<file path="config.mk">
export PLATFORM = sky130hd
export DESIGN_NAME = rtc_ctrl
export DESIGN_NICKNAME = d
export VERILOG_FILES = /design/src/rtl/rtc_pkg.sv /design/src/rtl/rtc_prescaler.sv /design/src/rtl/rtc_irq_bank.sv /design/src/rtl/rtc_ctrl.sv
export SDC_FILE = /design/constraint.sdc
export NUM_CORES = 1
export LEC_CHECK = 0
export BUFFER_PORTS_ARGS = -buffer_cell sky130_fd_sc_hd__buf_2
export CAP_MARGIN = 20
export CORE_UTILIZATION = 58
export DETAILED_ROUTE_END_ITERATION = 12
export GPL_ROUTABILITY_DRIVEN = 0
export GPL_TIMING_DRIVEN = 1
export PLACE_DENSITY = 0.84
export SETUP_SLACK_MARGIN = 0.15
export SYNTH_ARGS = -nofsm -noshare
export SYNTH_HDL_FRONTEND = slang
export SYNTH_HIERARCHICAL = 1
export SYNTH_SLANG_ARGS = --single-unit
</file>
<file path="constraint.sdc">
create_clock -name clk -period 8.25 [get_ports clk]
set_input_delay 0.825 -clock clk [delete_from_list [all_inputs] [get_ports clk]]
set_output_delay 0.825 -clock clk [all_outputs]
set_load 0.01 [all_outputs]
</file>
<file path="src/rtl/rtc_pkg.sv">
package rtc_pkg;
    localparam int DATA_W  = 32;
    localparam int IRQ_N   = 2;
    localparam int IRQ_SEC = 0;
    localparam int IRQ_ALM = 1;
    localparam int OSC_BIT = 24;

    // byte offsets of the register map
    localparam int unsigned OFS_TIME_LD  = 'h00;
    localparam int unsigned OFS_TIME_RB  = 'h04;
    localparam int unsigned OFS_CAL_LD   = 'h08;
    localparam int unsigned OFS_CAL_RB   = 'h0C;
    localparam int unsigned OFS_SECS     = 'h10;
    localparam int unsigned OFS_TICK     = 'h14;
    localparam int unsigned OFS_ALARM    = 'h18;
    localparam int unsigned OFS_STATUS   = 'h20;
    localparam int unsigned OFS_MASK     = 'h24;
    localparam int unsigned OFS_UNMASK   = 'h28;
    localparam int unsigned OFS_REMASK   = 'h2C;
    localparam int unsigned OFS_CTRL     = 'h40;
endpackage

</file>
<file path="src/rtl/rtc_prescaler.sv">
module rtc_prescaler #(
    parameter int TICK_W = 16,
    parameter int FRAC_W = 4
) (
    input  logic              clk,
    input  logic              rst_n,
    input  logic              tick_in,
    input  logic              clear,
    input  logic [TICK_W-1:0] tick_max,
    input  logic [FRAC_W-1:0] frac,
    input  logic              frac_en,
    output logic [TICK_W:0]   tick_cnt,
    output logic              sec_evt
);
    localparam int CW = TICK_W + 1;

    typedef struct packed {
        logic [CW-1:0]     tick;
        logic [FRAC_W-1:0] win;
    } ps_s;

    ps_s d, q;
    logic          stretch;
    logic [CW-1:0] limit;
    logic          hit;

    always_comb begin
        stretch = frac_en && (q.win < frac);
        limit   = {1'b0, tick_max} + CW'(stretch);
        hit     = tick_in && !clear && (q.tick >= limit);
        d       = q;
        if (clear) begin
            d = '0;
        end else if (hit) begin
            d.tick = '0;
            d.win  = q.win + FRAC_W'(1);
        end else if (tick_in) begin
            d.tick = q.tick + CW'(1);
        end
    end

    always_ff @(posedge clk) begin
        if (!rst_n) q <= '0;
        else        q <= d;
    end

    assign tick_cnt = q.tick;
    assign sec_evt  = hit;
endmodule

</file>
<file path="src/rtl/rtc_irq_bank.sv">
module rtc_irq_bank #(
    parameter int N_SRC = 2
) (
    input  logic             clk,
    input  logic             rst_n,
    input  logic [N_SRC-1:0] set_evt,
    input  logic [N_SRC-1:0] clr_w1,
    input  logic [N_SRC-1:0] en_w1,
    input  logic [N_SRC-1:0] dis_w1,
    output logic [N_SRC-1:0] status,
    output logic [N_SRC-1:0] mask,
    output logic [N_SRC-1:0] irq
);
    typedef struct packed {
        logic [N_SRC-1:0] sts;
        logic [N_SRC-1:0] msk;
    } ib_s;

    ib_s d, q;

    always_comb begin
        d     = q;
        d.sts = (q.sts & ~clr_w1) | set_evt;
        d.msk = (q.msk | en_w1) & ~dis_w1;
    end

    always_ff @(posedge clk) begin
        if (!rst_n) q <= '0;
        else        q <= d;
    end

    for (genvar g = 0; g < N_SRC; g++) begin : g_line
        assign irq[g] = q.sts[g] & q.msk[g];
    end

    assign status = q.sts;
    assign mask   = q.msk;
endmodule

</file>
<file path="src/rtl/rtc_ctrl.sv">
module rtc_ctrl
    import rtc_pkg::*;
#(
    parameter int          ADDR_W    = 7,
    parameter int          TICK_W    = 16,
    parameter int          FRAC_W    = 4,
    parameter logic [31:0] CAL_RESET = 32'h0019_8233
) (
    input  logic              clk,
    input  logic              rst_n,
    input  logic              tick_en,
    input  logic [ADDR_W-1:0] reg_addr,
    input  logic              reg_wr,
    input  logic              reg_rd,
    input  logic [31:0]       reg_wdata,
    output logic [31:0]       reg_rdata,
    output logic              irq_sec,
    output logic              irq_alarm
);
    localparam int WORD_W  = ADDR_W - 2;
    localparam int CAL_W   = TICK_W + FRAC_W + 1;
    localparam int FEN_BIT = TICK_W + FRAC_W;

    localparam logic [WORD_W-1:0] W_TIME_LD = WORD_W'(OFS_TIME_LD >> 2);
    localparam logic [WORD_W-1:0] W_TIME_RB = WORD_W'(OFS_TIME_RB >> 2);
    localparam logic [WORD_W-1:0] W_CAL_LD  = WORD_W'(OFS_CAL_LD >> 2);
    localparam logic [WORD_W-1:0] W_CAL_RB  = WORD_W'(OFS_CAL_RB >> 2);
    localparam logic [WORD_W-1:0] W_SECS    = WORD_W'(OFS_SECS >> 2);
    localparam logic [WORD_W-1:0] W_TICK    = WORD_W'(OFS_TICK >> 2);
    localparam logic [WORD_W-1:0] W_ALARM   = WORD_W'(OFS_ALARM >> 2);
    localparam logic [WORD_W-1:0] W_STATUS  = WORD_W'(OFS_STATUS >> 2);
    localparam logic [WORD_W-1:0] W_MASK    = WORD_W'(OFS_MASK >> 2);
    localparam logic [WORD_W-1:0] W_UNMASK  = WORD_W'(OFS_UNMASK >> 2);
    localparam logic [WORD_W-1:0] W_REMASK  = WORD_W'(OFS_REMASK >> 2);
    localparam logic [WORD_W-1:0] W_CTRL    = WORD_W'(OFS_CTRL >> 2);

    typedef struct packed {
        logic [DATA_W-1:0] secs;
        logic [DATA_W-1:0] shadow;
        logic [DATA_W-1:0] alarm;
        logic [DATA_W-1:0] rdata;
        logic [CAL_W-1:0]  cal;
        logic              osc_en;
    } top_s;

    top_s d, q;

    logic [WORD_W-1:0] word;
    logic [1:0]        unused_byte_lane;
    logic              wr_time, wr_cal, wr_alarm, wr_sts, wr_en, wr_dis, wr_ctrl;
    logic [TICK_W:0]   tick_cnt;
    logic              sec_evt;
    logic              alarm_hit;
    logic [IRQ_N-1:0]  set_evt, clr_w1, en_w1, dis_w1;
    logic [IRQ_N-1:0]  status, mask, irq;

    assign word             = reg_addr[ADDR_W-1:2];
    assign unused_byte_lane = reg_addr[1:0];

    assign wr_time  = reg_wr && (word == W_TIME_LD);
    assign wr_cal   = reg_wr && (word == W_CAL_LD);
    assign wr_alarm = reg_wr && (word == W_ALARM);
    assign wr_sts   = reg_wr && (word == W_STATUS);
    assign wr_en    = reg_wr && (word == W_UNMASK);
    assign wr_dis   = reg_wr && (word == W_REMASK);
    assign wr_ctrl  = reg_wr && (word == W_CTRL);

    rtc_prescaler #(
        .TICK_W (TICK_W),
        .FRAC_W (FRAC_W)
    ) i_prescaler (
        .clk      (clk),
        .rst_n    (rst_n),
        .tick_in  (tick_en && q.osc_en),
        .clear    (wr_time),
        .tick_max (q.cal[TICK_W-1:0]),
        .frac     (q.cal[FEN_BIT-1:TICK_W]),
        .frac_en  (q.cal[FEN_BIT]),
        .tick_cnt (tick_cnt),
        .sec_evt  (sec_evt)
    );

    assign alarm_hit = sec_evt && ((q.secs + DATA_W'(1)) == q.alarm);

    always_comb begin
        set_evt          = '0;
        set_evt[IRQ_SEC] = sec_evt;
        set_evt[IRQ_ALM] = alarm_hit;
        clr_w1           = wr_sts ? reg_wdata[IRQ_N-1:0] : '0;
        en_w1            = wr_en  ? reg_wdata[IRQ_N-1:0] : '0;
        dis_w1           = wr_dis ? reg_wdata[IRQ_N-1:0] : '0;
    end

    rtc_irq_bank #(
        .N_SRC (IRQ_N)
    ) i_irq_bank (
        .clk     (clk),
        .rst_n   (rst_n),
        .set_evt (set_evt),
        .clr_w1  (clr_w1),
        .en_w1   (en_w1),
        .dis_w1  (dis_w1),
        .status  (status),
        .mask    (mask),
        .irq     (irq)
    );

    always_comb begin
        d = q;
        if (wr_time) begin
            d.secs   = reg_wdata;
            d.shadow = reg_wdata;
        end else if (sec_evt) begin
            d.secs = q.secs + DATA_W'(1);
        end
        if (wr_cal)   d.cal    = reg_wdata[CAL_W-1:0];
        if (wr_alarm) d.alarm  = reg_wdata;
        if (wr_ctrl)  d.osc_en = reg_wdata[OSC_BIT];
        if (reg_rd) begin
            case (word)
                W_TIME_RB: d.rdata = q.shadow;
                W_CAL_RB:  d.rdata = DATA_W'(q.cal);
                W_SECS:    d.rdata = q.secs;
                W_TICK:    d.rdata = DATA_W'(tick_cnt[TICK_W-1:0]);
                W_ALARM:   d.rdata = q.alarm;
                W_STATUS:  d.rdata = DATA_W'(status);
                W_MASK:    d.rdata = DATA_W'(mask);
                W_CTRL:    d.rdata = DATA_W'(q.osc_en) << OSC_BIT;
                default:   d.rdata = '0;
            endcase
        end
    end

    always_ff @(posedge clk) begin
        if (!rst_n) begin
            q        <= '0;
            q.cal    <= CAL_RESET[CAL_W-1:0];
            q.osc_en <= 1'b1;
        end else begin
            q <= d;
        end
    end

    assign reg_rdata = q.rdata;
    assign irq_sec   = irq[IRQ_SEC];
    assign irq_alarm = irq[IRQ_ALM];
endmodule

</file>
==> flow_metrics.py <==
metrics = {
    "grt": {
        "grt_pass1_vias": 8386,
        "grt-ovfl-total": 0,
        "grt_use_total_pct": 30.6,
        "antenna_found_initial": 0,
        "grt_pass1_wl_um": 43000,
        "grt_max_degree": 96,
    },
    "placed_design": {
        "dp_hpwl_um": 18000,
        "io_buffers": 75,
        "postPlaceCellArea_um2": 10200,
    },
    "drt": {
        "post_drt_wl_per_cell_um": 18.6,
        "drt-initial-drc-count": 1161,
        "drc": 0,
        "drt_first_pass_iters": 8,
        "viasPerCell": 6.25,
        "ant_nets": 0,
        "num_vias": 9031,
        "routed_wl_um": 26900,
    },
    "floorplan": {
        "die_h_um": 134,
        "die-area_um2": 18000,
        "rows": 47,
        "fp.coreArea_um2": 16800,
        "initial_core_util_pct": 60.3,
        "ios": 78,
        "die_width_um": 134,
    },
    "cts": {
        "cts.path.max_buffers": 2,
        "cts_sinks": 175,
        "cts_resized": 0,
        "h-tree-depth": 4,
        "cts_tree": "yes",
        "cts_root_buffer": "clkbuf_16",
        "postCtsSetupBuffers": 0,
        "holdBufCountCts": 0,
        "path_clk_slew_ps": 70,
        "numCtsBuffers": 17,
        "insertion_delay_ps": 440,
    },
    "critical_path": {
        "cp_slowest_stage_delay_ps": 830,
        "start_kind": "register",
        "cp_max_fo": 31,
        "reg2reg_depth": 23,
        "required_ps": 8640,
        "slowest_stage": "a31oi_4",
        "crit_top_cell": "ha_1",
        "path_class": "reg -> reg",
        "worstPathArrival_ps": 6170,
        "crit_chain": "inv_1 > ha_1 > a21oi_1 > nor2b_1 > o21ai_0 > and3b_1 > ha_1 > ha_1 > inv_1 > nor2_1 > nand3_1 > nor2_1 > nand3_1 > ha_1 > nand4_1 > nor3_1 > a21oi_1 > a31oi_4 > nand4_1 > nor4_1 > nand4_1 > nor4_2 > o21a_1",
        "cp-end-kind": "register",
    },
    "layout": {
        "final_common_cell": "nand2_1",
        "final_layout_size_suffix_gt1_share_pct": 12.5,
        "n_antenna_cell": 0,
        "postLayoutCoreUtil_pct": 64.2,
        "fin_area_um2": 10800,
        "area_growth_pct": 6.45,
        "fin_nets": 1283,
        "final_cell_mix": "242 x nand2_1, 175 x dfxtp_1, 101 x a21boi_0, 74 x buf_2, 63 x xnor2_1",
    },
    "synth": {
        "yosysWarnings": 6,
        "syn_nets": 1318,
        "synth_cells": 1248,
        "synthesis.area_um2": 10100,
        "avgSynthCellArea_um2": 8.13,
    },
    "timing": {
        "holdWs_ps": 468,
        "final.setup.tns_ps": 0,
        "fin_crit_sh_pct": 70.1,
        "fin_skew_ps": 9.06,
        "period_needed_ps": 5780,
        "slew-limit-headroom_pct": 27.0,
        "max_freq_mhz": 173,
        "worst_slew_pin_slew_ps": 1090,
        "final_max_slew_viol_count": 0,
        "hold_viol_final": 0,
        "rsz0062_at_grt": "false",
        "setup-violations-final": 0,
    },
    "power_and_ir_drop": {
        "ir_drop_uv": 160,
        "p_int_mw": 1.43,
        "powerDensity_nw_per_um2": 170,
        "power_mw": 1.84,
        "power.switching_uw": 409,
        "pwr-share-clk_pct": 48.6,
        "power.leakage_nw": 3.87,
        "p_seq_share_pct": 46.8,
        "p_comb_share_pct": 4.5,
        "p_sw_share_pct": 22.3,
    },
    "status": {
        "status": "complete, no violations",
    },
    "worst_hold_path": {
        "worstHoldPathCells": 2,
        "hold_path_class": "reg -> reg",
    },
    "run": {
        "maxCapViolCount": 0,
    },
}
-- per-stage QoR --
stage,setup slack (ps),cells
after floorplan,3980,1248
after global placement,2830,1414
after detailed placement,2660,1414
after CTS,2570,1445
after global routing,2110,1445
final,2470,1445
-- sequential cells by signal (all words and copies together) (netlist names) --
signal and flops:
i_irq_bank/mask 2, i_prescaler/tick_cnt 17, q 118, i_prescaler/q 4
reg_rdata 32, i_irq_bank/status 2
-- path summary, 6_finish.rpt --
path / slack [ps] / start / to
max: 2470 / q[18]$_SDFFE_PN0P_ / i_irq_bank/status[1]$_SDFF_PN0_
min: 470 / q[99]$_SDFFE_PN0P_ / q[99]$_SDFFE_PN0P_
max reg2reg: 2470 / q[18]$_SDFFE_PN0P_ / i_irq_bank/status[1]$_SDFF_PN0_
min reg2reg: 470 / q[99]$_SDFFE_PN0P_ / q[99]$_SDFFE_PN0P_
-- routing by layer --
metal  global-route usage (%)  part of all wire (%)
met4                     18.0                   4.5
met1                     37.9                    41
met2                     49.6                    47
met5                        0                     0
met3                     5.90                   7.7
-- worst max-delay path: cells and delay by family, from the launching register on --
| kind | cells | cell delay, ps |
|---|---|---|
| compound gates | 5 | 1440 |
| fa+ha+maj | 4 | 1110 |
| buf+inv | 2 | 100 |
| flops | 1 | 360 |
| simple gates | 12 | 2720 |
-- power by group through the flow --
stage / Combinational (mW) / Sequential (mW) / Clock, mW
floorplan: 0.0543 / 0.874 / 0
global placement: 0.0805 / 0.878 / 0
detailed placement: 0.0817 / 0.878 / 0
CTS: 0.0823 / 0.859 / 0.896
global route: 0.0905 / 0.860 / 0.936
finish: 0.0834 / 0.860 / 0.893
-- layout make-up --
type,count,area (um^2)
clock buffer,18,439
clock inverter,13,210
fill,1434,6020
inverter,24,90.1
multi-input combinational,909,5820
sequential,175,3500
tap,220,275
timing repair buffer,86,460
Power figures use the tool's default switching activity.
